<file path="src/rtl/duty_pkg.sv">
package duty_pkg;

    localparam int FREQ_W   = 32;
    localparam int CNT_W    = 8;
    localparam int PROD_W   = FREQ_W + CNT_W;
    localparam int DUR_IN_W = 16;
    localparam int DUR_MAX  = (1 << CNT_W) - 1;

    typedef enum logic [2:0] {
        ST_IDLE,
        ST_OFF_GO,
        ST_OFF_WAIT,
        ST_FRQ_GO,
        ST_FRQ_WAIT
    } state_e;

    typedef struct packed {
        logic [CNT_W-1:0]  off;
        logic [CNT_W-1:0]  on;
        logic [PROD_W-1:0] freq;
    } ratio_t;

    function automatic logic [PROD_W-1:0] abs_gap(input logic [PROD_W-1:0] a,
                                                  input logic [PROD_W-1:0] b);
        return (a >= b) ? (a - b) : (b - a);
    endfunction

    function automatic logic [CNT_W-1:0] clamp_dur(input logic [DUR_IN_W-1:0] d);
        return (d > DUR_IN_W'(DUR_MAX)) ? CNT_W'(DUR_MAX) : d[CNT_W-1:0];
    endfunction

endpackage

</file>
<file path="src/rtl/duty_div.sv">
module duty_div #(
    parameter int W = 40
) (
    input  logic         clk,
    input  logic         rst,
    input  logic         start,
    input  logic [W-1:0] dividend,
    input  logic [W-1:0] divisor,
    output logic [W-1:0] quotient,
    output logic         valid
);
    localparam int CW = $clog2(W + 1);

    logic [W-1:0]  dvs_q, quo_q, rem_q, dvd_q;
    logic [CW-1:0] cnt_q;
    logic          run_q, valid_q;
    logic [W:0]    shifted, diff;
    logic          fits;

    always_comb begin
        shifted = {rem_q, quo_q[W-1]};
        diff    = shifted - {1'b0, dvs_q};
        fits    = shifted >= {1'b0, dvs_q};
    end

    always_ff @(posedge clk) begin
        if (rst) begin
            dvs_q   <= '0;
            quo_q   <= '0;
            rem_q   <= '0;
            dvd_q   <= '0;
            cnt_q   <= '0;
            run_q   <= 1'b0;
            valid_q <= 1'b0;
        end else begin
            valid_q <= 1'b0;
            if (start) begin
                dvs_q <= divisor;
                quo_q <= dividend;
                dvd_q <= dividend;
                rem_q <= '0;
                cnt_q <= CW'(W);
                run_q <= 1'b1;
            end else if (run_q) begin
                rem_q <= fits ? diff[W-1:0] : shifted[W-1:0];
                quo_q <= {quo_q[W-2:0], fits};
                cnt_q <= cnt_q - CW'(1);
                if (cnt_q == CW'(1)) begin
                    run_q   <= 1'b0;
                    valid_q <= 1'b1;
                end
            end
        end
    end

    assign quotient = quo_q;
    assign valid    = valid_q;

    // each quotient handed out is exact
    a_r4_div_exact: assert property (@(posedge clk) disable iff (rst)
        valid_q |-> ((2*W)'(quo_q) * (2*W)'(dvs_q) + (2*W)'(rem_q)) == (2*W)'(dvd_q));

    a_r4_rem_below: assert property (@(posedge clk) disable iff (rst)
        valid_q |-> rem_q < dvs_q);

endmodule

</file>
<file path="src/rtl/duty_best.sv">
module duty_best
    import duty_pkg::*;
(
    input  logic              clk,
    input  logic              rst,
    input  logic              init,
    input  logic [FREQ_W-1:0] init_stock,
    input  logic [FREQ_W-1:0] target,
    input  logic              upd,
    input  ratio_t            cand,
    output ratio_t            best
);
    ratio_t            best_q;
    logic [PROD_W-1:0] gap_q, cand_gap;

    always_comb cand_gap = abs_gap(cand.freq, PROD_W'(target));

    always_ff @(posedge clk) begin
        if (rst) begin
            best_q.off  <= CNT_W'(1);
            best_q.on   <= '0;
            best_q.freq <= '0;
            gap_q       <= '0;
        end else if (init) begin
            best_q.off  <= CNT_W'(1);
            best_q.on   <= '0;
            best_q.freq <= PROD_W'(init_stock);
            gap_q       <= abs_gap(PROD_W'(init_stock), PROD_W'(target));
        end else if (upd && (cand_gap <= gap_q)) begin
            best_q <= cand;
            gap_q  <= cand_gap;
        end
    end

    assign best = best_q;

    // the held error never grows during a search
    a_r5_gap_never_grows: assert property (@(posedge clk) disable iff (rst)
        upd |=> gap_q <= $past(gap_q));

    // an equal error takes the newer candidate
    a_r5_tie_taken: assert property (@(posedge clk) disable iff (rst)
        (upd && !init && cand_gap == gap_q) |=> best_q == $past(cand));

endmodule

</file>
<file path="src/rtl/duty_search.sv">
module duty_search
    import duty_pkg::*;
(
    input  logic                clk,
    input  logic                rst,
    input  logic                start,
    input  logic [FREQ_W-1:0]   target_khz,
    input  logic [FREQ_W-1:0]   stock_khz,
    input  logic [DUR_IN_W-1:0] max_dur,
    output logic                busy,
    output logic                done,
    output logic                err,
    output logic [CNT_W-1:0]    off_cnt,
    output logic [CNT_W-1:0]    on_cnt,
    output logic [PROD_W-1:0]   freq_khz
);
    state_e            state_q;
    logic [FREQ_W-1:0] tgt_q, stk_q;
    logic [CNT_W-1:0]  i_q, off_q, dur_c;
    logic              done_q, err_q, accept;
    logic              div_start, div_valid, upd;
    logic [PROD_W-1:0] div_dvd, div_dvs, div_quo;
    logic [FREQ_W-1:0] ref_target;
    ratio_t            cand, best;

    always_comb begin
        accept     = (state_q == ST_IDLE) && start;
        dur_c      = clamp_dur(max_dur);
        ref_target = accept ? target_khz : tgt_q;
        div_start  = (state_q == ST_OFF_GO) || (state_q == ST_FRQ_GO);
        if (state_q == ST_OFF_GO) begin
            div_dvd = PROD_W'(tgt_q) * PROD_W'(i_q);
            div_dvs = PROD_W'(stk_q);
        end else begin
            div_dvd = PROD_W'(stk_q) * PROD_W'(off_q);
            div_dvs = PROD_W'(i_q);
        end
        cand.off  = off_q;
        cand.on   = i_q - off_q;
        cand.freq = div_quo;
        upd       = (state_q == ST_FRQ_WAIT) && div_valid;
    end

    always_ff @(posedge clk) begin
        if (rst) begin
            state_q <= ST_IDLE;
            tgt_q   <= '0;
            stk_q   <= '0;
            i_q     <= '0;
            off_q   <= '0;
            done_q  <= 1'b0;
            err_q   <= 1'b0;
        end else begin
            done_q <= 1'b0;
            case (state_q)
                ST_IDLE: begin
                    if (start) begin
                        tgt_q <= target_khz;
                        stk_q <= stock_khz;
                        i_q   <= dur_c;
                        err_q <= 1'b0;
                        if (stock_khz == '0) begin
                            err_q  <= 1'b1;
                            done_q <= 1'b1;
                        end else if (dur_c == '0) begin
                            done_q <= 1'b1;
                        end else begin
                            state_q <= ST_OFF_GO;
                        end
                    end
                end
                ST_OFF_GO:   state_q <= ST_OFF_WAIT;
                ST_OFF_WAIT: begin
                    if (div_valid) begin
                        off_q   <= div_quo[CNT_W-1:0];
                        state_q <= ST_FRQ_GO;
                    end
                end
                ST_FRQ_GO:   state_q <= ST_FRQ_WAIT;
                ST_FRQ_WAIT: begin
                    if (div_valid) begin
                        if (i_q == CNT_W'(1)) begin
                            done_q  <= 1'b1;
                            state_q <= ST_IDLE;
                        end else begin
                            i_q     <= i_q - CNT_W'(1);
                            state_q <= ST_OFF_GO;
                        end
                    end
                end
                default: state_q <= ST_IDLE;
            endcase
        end
    end

    duty_div #(.W(PROD_W)) u_div (
        .clk      (clk),
        .rst      (rst),
        .start    (div_start),
        .dividend (div_dvd),
        .divisor  (div_dvs),
        .quotient (div_quo),
        .valid    (div_valid)
    );

    duty_best u_best (
        .clk        (clk),
        .rst        (rst),
        .init       (accept),
        .init_stock (stock_khz),
        .target     (ref_target),
        .upd        (upd),
        .cand       (cand),
        .best       (best)
    );

    assign busy     = (state_q != ST_IDLE);
    assign done     = done_q;
    assign err      = err_q;
    assign off_cnt  = best.off;
    assign on_cnt   = best.on;
    assign freq_khz = best.freq;

    // done is a single-cycle pulse unless a new request follows at once
    a_r9_done_pulse: assert property (@(posedge clk) disable iff (rst)
        (done && !start) |=> !done);

    // outputs hold while idle with no request
    a_r9_idle_hold: assert property (@(posedge clk) disable iff (rst)
        (!busy && !start) |=> $stable({off_cnt, on_cnt, freq_khz, err}));

    // err only rises together with done
    a_r8_err_with_done: assert property (@(posedge clk) disable iff (rst)
        $rose(err) |-> done);

    // the duration counter never reaches zero during a search
    a_r4_count_live: assert property (@(posedge clk) disable iff (rst)
        busy |-> i_q != '0);

    // an accepted request with work to do makes the engine busy
    a_r2_busy_after_start: assert property (@(posedge clk) disable iff (rst)
        (!busy && start && stock_khz != '0 && max_dur != '0) |=> busy);

endmodule

</file>
<file path="config.mk">
export PLATFORM = sky130hd
export DESIGN_NAME = duty_search
export DESIGN_NICKNAME = d
export VERILOG_FILES = /design/src/rtl/duty_pkg.sv /design/src/rtl/duty_div.sv /design/src/rtl/duty_best.sv /design/src/rtl/duty_search.sv
export SDC_FILE = /design/constraint.sdc
export NUM_CORES = 2
export LEC_CHECK = 0
export BUFFER_PORTS_ARGS = -buffer_cell sky130_fd_sc_hd__buf_2
export CAP_MARGIN = 10
export CELL_PAD_IN_SITES_DETAIL_PLACEMENT = 0
export CELL_PAD_IN_SITES_GLOBAL_PLACEMENT = 1
export CORE_ASPECT_RATIO = 1.4
export CORE_MARGIN = 1
export CORE_UTILIZATION = 49
export DETAILED_ROUTE_END_ITERATION = 8
export PLACE_DENSITY_LB_ADDON = 0.12
export SYNTH_ARGS = -nofsm -noshare
export SYNTH_HDL_FRONTEND = slang
export SYNTH_HIERARCHICAL = 1
export SYNTH_SLANG_ARGS = --single-unit
</file>
<file path="constraint.sdc">
create_clock -name clk -period 7.7 [get_ports clk]
set_input_delay 0.385 -clock clk [delete_from_list [all_inputs] [get_ports clk]]
set_output_delay 0.385 -clock clk [all_outputs]
set_load 0.01 [all_outputs]
</file>
==> flow_summary_export.csv <==
group,metric,value,unit
cts,cts.sinks,309,
global_route,global_route_wire_length_before_repair,230000,um
pwr,leakagePower,0.0207,uW
sta,rsz0062_at_grt,"false",
sta,finalHoldViolations,0,
pwr,pwr-share-clk,11.5,%
cts,clock_path_buffers,3,
min_path,min-delay-path-class,"in -> reg",
global_route,grt_pass1_vias,37600,
logic_synthesis,sequential_share_of_the_synthesized_area,15.1,%
logic_synthesis,netlist_instances,5240,
min_path,whs_path_depth,3,
drt,route.layer.met1.wl,58900,um
worst_setup_path,worst_flop_to_flop_path_endpoint,"u_best/gap_q[5]",
logic_synthesis,postSynth.topFlopCell,"sky130_fd_sc_hd__dfxtp_1",
place,count_of_buffers_from_port_buffering,141,
die,io-pin-count,142,
pwr,p_sw,9510,uW
global_route,globalRouteTotalUtil,36.0,%
die,die_area,84900,um^2
min_path,min_from,"target_khz[22]",
place,gp_congestion,1.03,
sta,timing.clock.skew,34.4,ps
sta,drv_slew,0,
global_route,global_route.overflow_total,0,
drt,highest-signal-layer,"met5",
worst_setup_path,worst_ep_required_time,8180,ps
sta,fmax,138,MHz
worst_setup_path,startpoint_type,"flop",
cts,postCtsSetupRepairBufs,0,
layout,finish.cell_count_without_fillers,6323,
layout,num-fill-cells,8338,
logic_synthesis,post_synth.cell_area_avg,7.83,um^2
layout,post_route_cells_drive_above_1_share,8.03,%
pwr,pwr_density_cell,397,nW/um^2
worst_setup_path,critPathKind,"reg -> reg",
logic_synthesis,yosysUniqueCellTypes,123,
worst_setup_path,timing.rr.start,"state_q[2]",
cts,clk_pin_slew,70,ps
cts,cts_htree_levels,2,
status,status,"completed",
die,chipHeight,344,um
logic_synthesis,synthesis.yosys.warnings,6,
sta,fin_setup_tns,0,ps
pwr,power.share.combinational,73.8,%
logic_synthesis,syn-cell-area,41000,um^2
layout,nNetsFinal,6002,
pwr,internal_power,7880,uW
sta,worst_pin_slew,1170,ps
drt,route.met2.wl,73600,um
worst_setup_path,regToRegSetupSlack,470,ps
die,initial_utilization,49.5,%
cts,tritoncts_clock_tree,"built",
run,drv_cap,0,
pwr,power.share.switching,54.7,%
place,dp_hpwl,123000,um
die,floorplan.die.width,246,um
layout,cell_area_after_layout,43800,um^2
worst_setup_path,timing.critical_path.arrival,7710,ps
pwr,p_seq_share,14.7,%
drt,dr.pass1.iters,5,
logic_synthesis,synth_edf_count,0,
logic_synthesis,async_reset_ff_share,0,%
drt,drtIter0Drc,2848,
worst_setup_path,reg2reg_depth,27,
sta,slew_headroom,21.5,%
sta,setup_violations,0,
cts,clock_tree_root_buffer_cell,"sky130_fd_sc_hd__clkbuf_16",
place,placed_cells,6253,
drt,drc_errors,0,
cts,cts_made_buffers,38,
global_route,grt_start_max_net_pins,85,
global_route,initial_antenna_violation_count,3,
min_path,min_to,"tgt_q[22]",
sta,final_hold_slack,71.4,ps
drt,met3_length,8270,um
worst_setup_path,setup.worst_path.end_class,"flop",
layout,area_overhead_of_the_layout_relative_to_synthesis,6.91,%
drt,detailroute.via_count,37500,
pwr,ir_worst_vdd,0.763,mV
worst_setup_path,worstPathMaxFanout,40,
die,row_count,125,
logic_synthesis,ys_seq_elements,309,
drt,avgViaCountPerCell,5.93,
die,core_region_area,82900,um^2
drt,postRouteAntennaNets,0,
drt,post_drt_wl_per_cell,24.2,um
drt,totalWireLength,153000,um
sta,min_period_over_period,93.9,%
cts,clock_latency,600,ps
sta,period_needed,7230,ps
place,post_dp_cell_area,42400,um^2
-- how the worst max path moves through the flow --
| stage | endpoint | slack (ps) | cells after the start | startpoint |
|---|---|---|---|---|
| 2_1_floorplan | u_best/best[27] | 1850 | 31 | state_q[1] |
| 3_3_place_gp | u_best/gap_q[5] | 470 | 27 | state_q[2] |
| 3_5_place_dp | u_best/gap_q[5] | 340 | 28 | state_q[2] |
| 4_1_cts | u_best/gap_q[5] | 310 | 28 | state_q[2] |
| 5_1_grt | u_best/gap_q[5] | 1 | 27 | state_q[2] |
| 6_report | u_best/gap_q[5] | 470 | 27 | state_q[2] |
-- layout by cell type (no fill, tap or decap), drive strengths merged, types with 47 or more instances in the layout --
cell / n
nand2: 601
a21oi: 576
inv: 561
and2: 439
nor2: 370
fa: 366
ha: 339
dfxtp: 309
o21ai: 260
buf: 224
mux2i: 143
a21o: 115
xnor2: 110
xor2: 67
nand3: 64
nand4: 63
clkbuf: 49
nor3: 47
-- layer usage --
layer / vias up / global-route usage (%)
met5: - / 0
met4: 2 / 25.1
met3: 424 / 4.33
met2: 1323 / 61.7
met1: 18300 / 41.7
li1: 17500 / -
-- kinds of logic (layout without fill, tap and decap cells) --
group | Yosys count | count (layout) | share of synthesized area, %
AND/OR/NAND/NOR | 1750 | 1750 | 21.0
AO/OA/AOI/OAI | 1288 | 1288 | 19.7
buffers and inverters | 860 | 856 | 8.57
adder cells (fa/ha/maj) | 705 | 705 | 28.2
flip-flops | 309 | 309 | 15.1
XOR/XNOR | 177 | 177 | 3.78
multiplexers | 150 | 150 | 3.68
other | 1 | 9 | 0.00914
-- state kept, by name (all words and copies together), names as in the netlist --
signal	flops
err	1
stk_q	32
tgt_q	32
off_q	8
u_div/valid	1
u_div/quotient	40
u_div/cnt_q	6
u_div/dvs_q	40
u_div/run_q	1
u_best/gap_q	40
done	1
i_q	8
u_best/best	56
u_div/rem_q	40
state_q	3
-- critical path, stage by stage, from the launching register on --
cell and delay [ps]:
sky130_fd_sc_hd__dfxtp_1 400, sky130_fd_sc_hd__nor3_1 360, sky130_fd_sc_hd__nand2_2 220, sky130_fd_sc_hd__inv_4 270, sky130_fd_sc_hd__buf_6 330, sky130_fd_sc_hd__nand2_1 120, sky130_fd_sc_hd__nand2_1 170, sky130_fd_sc_hd__ha_1 390
sky130_fd_sc_hd__a21oi_1 240, sky130_fd_sc_hd__o21ai_0 250, sky130_fd_sc_hd__a21o_1 230, sky130_fd_sc_hd__a211oi_1 360, sky130_fd_sc_hd__a31oi_1 180, sky130_fd_sc_hd__a221oi_1 480, sky130_fd_sc_hd__o211ai_2 260, sky130_fd_sc_hd__o21ai_2 160
sky130_fd_sc_hd__xor2_1 100, sky130_fd_sc_hd__ha_1 310, sky130_fd_sc_hd__nand4_1 190, sky130_fd_sc_hd__nor4_2 370, sky130_fd_sc_hd__nand4_1 190, sky130_fd_sc_hd__o41a_1 150, sky130_fd_sc_hd__a31o_2 250, sky130_fd_sc_hd__or2_4 270
sky130_fd_sc_hd__buf_4 250, sky130_fd_sc_hd__or3_1 340, sky130_fd_sc_hd__o22a_1 190, sky130_fd_sc_hd__o311ai_1 80
-- stage by stage --
stage | total power, uW | util (%) | setup WS (ps)
floorplan | 11700 | - | 1850
global placement | 15200 | 51.2 | 466
detailed placement | 15200 | 51.2 | 340
CTS | 17200 | 52.9 | 308
global route | 18600 | 52.9 | 1.25
finish | 17400 | 52.9 | 470
-- cell type report --
cell class | count | area, um^2 | share of cell area, %
well taps | 1079 | 1350 | 3.08
clock buffers | 48 | 1080 | 2.46
flip-flops and latches | 309 | 6200 | 14.1
diodes | 1 | 2.50 | 0.00571
multi-input cells | 4078 | 31400 | 71.6
repair buffers | 225 | 1410 | 3.22
inverters | 562 | 2110 | 4.82
clock inverters | 21 | 295 | 0.673
-- cell usage after synthesis, types with 17 or more instances --
cell | count | area (um^2)
sky130_fd_sc_hd__xnor2_1 | 110 | 963
sky130_fd_sc_hd__nor4_1 | 22 | 138
sky130_fd_sc_hd__xor2_1 | 67 | 587
sky130_fd_sc_hd__ha_1 | 339 | 4240
sky130_fd_sc_hd__nand3_1 | 63 | 315
sky130_fd_sc_hd__mux2i_1 | 143 | 1430
sky130_fd_sc_hd__a211oi_1 | 29 | 218
sky130_fd_sc_hd__fa_1 | 366 | 7330
sky130_fd_sc_hd__nor3_1 | 45 | 225
sky130_fd_sc_hd__and2_1 | 437 | 2730
sky130_fd_sc_hd__o21ai_1 | 54 | 270
sky130_fd_sc_hd__o21a_1 | 21 | 158
sky130_fd_sc_hd__o21ai_0 | 198 | 991
sky130_fd_sc_hd__nand2b_1 | 30 | 188
sky130_fd_sc_hd__o211ai_1 | 30 | 225
sky130_fd_sc_hd__a31oi_1 | 27 | 169
sky130_fd_sc_hd__nand4_1 | 58 | 363
sky130_fd_sc_hd__inv_1 | 560 | 2100
sky130_fd_sc_hd__clkbuf_1 | 193 | 724
sky130_fd_sc_hd__buf_2 | 54 | 270
sky130_fd_sc_hd__nand2_1 | 598 | 2240
sky130_fd_sc_hd__nor2_1 | 369 | 1390
sky130_fd_sc_hd__a21oi_1 | 562 | 2810
sky130_fd_sc_hd__o21bai_1 | 32 | 240
sky130_fd_sc_hd__dfxtp_1 | 309 | 6190
sky130_fd_sc_hd__a21o_1 | 114 | 856
sky130_fd_sc_hd__buf_1 | 17 | 63.8
sky130_fd_sc_hd__nor2b_1 | 30 | 188
-- power groups by stage --
stage	clock [uW]	combinational, uW	sequential, uW
floorplan	0	9500	2220
global placement	0	12600	2580
detailed placement	0	12600	2580
CTS	2030	12600	2550
global route	2080	13900	2600
finish	2000	12800	2560
-- repair_timing --
action	4_1_cts	5_1_grt
hold buffers	0	0
gates resized for setup	0	6
endpoints found under the setup margin	0	62
No activity file was read; power rests on OpenSTA's default activity.
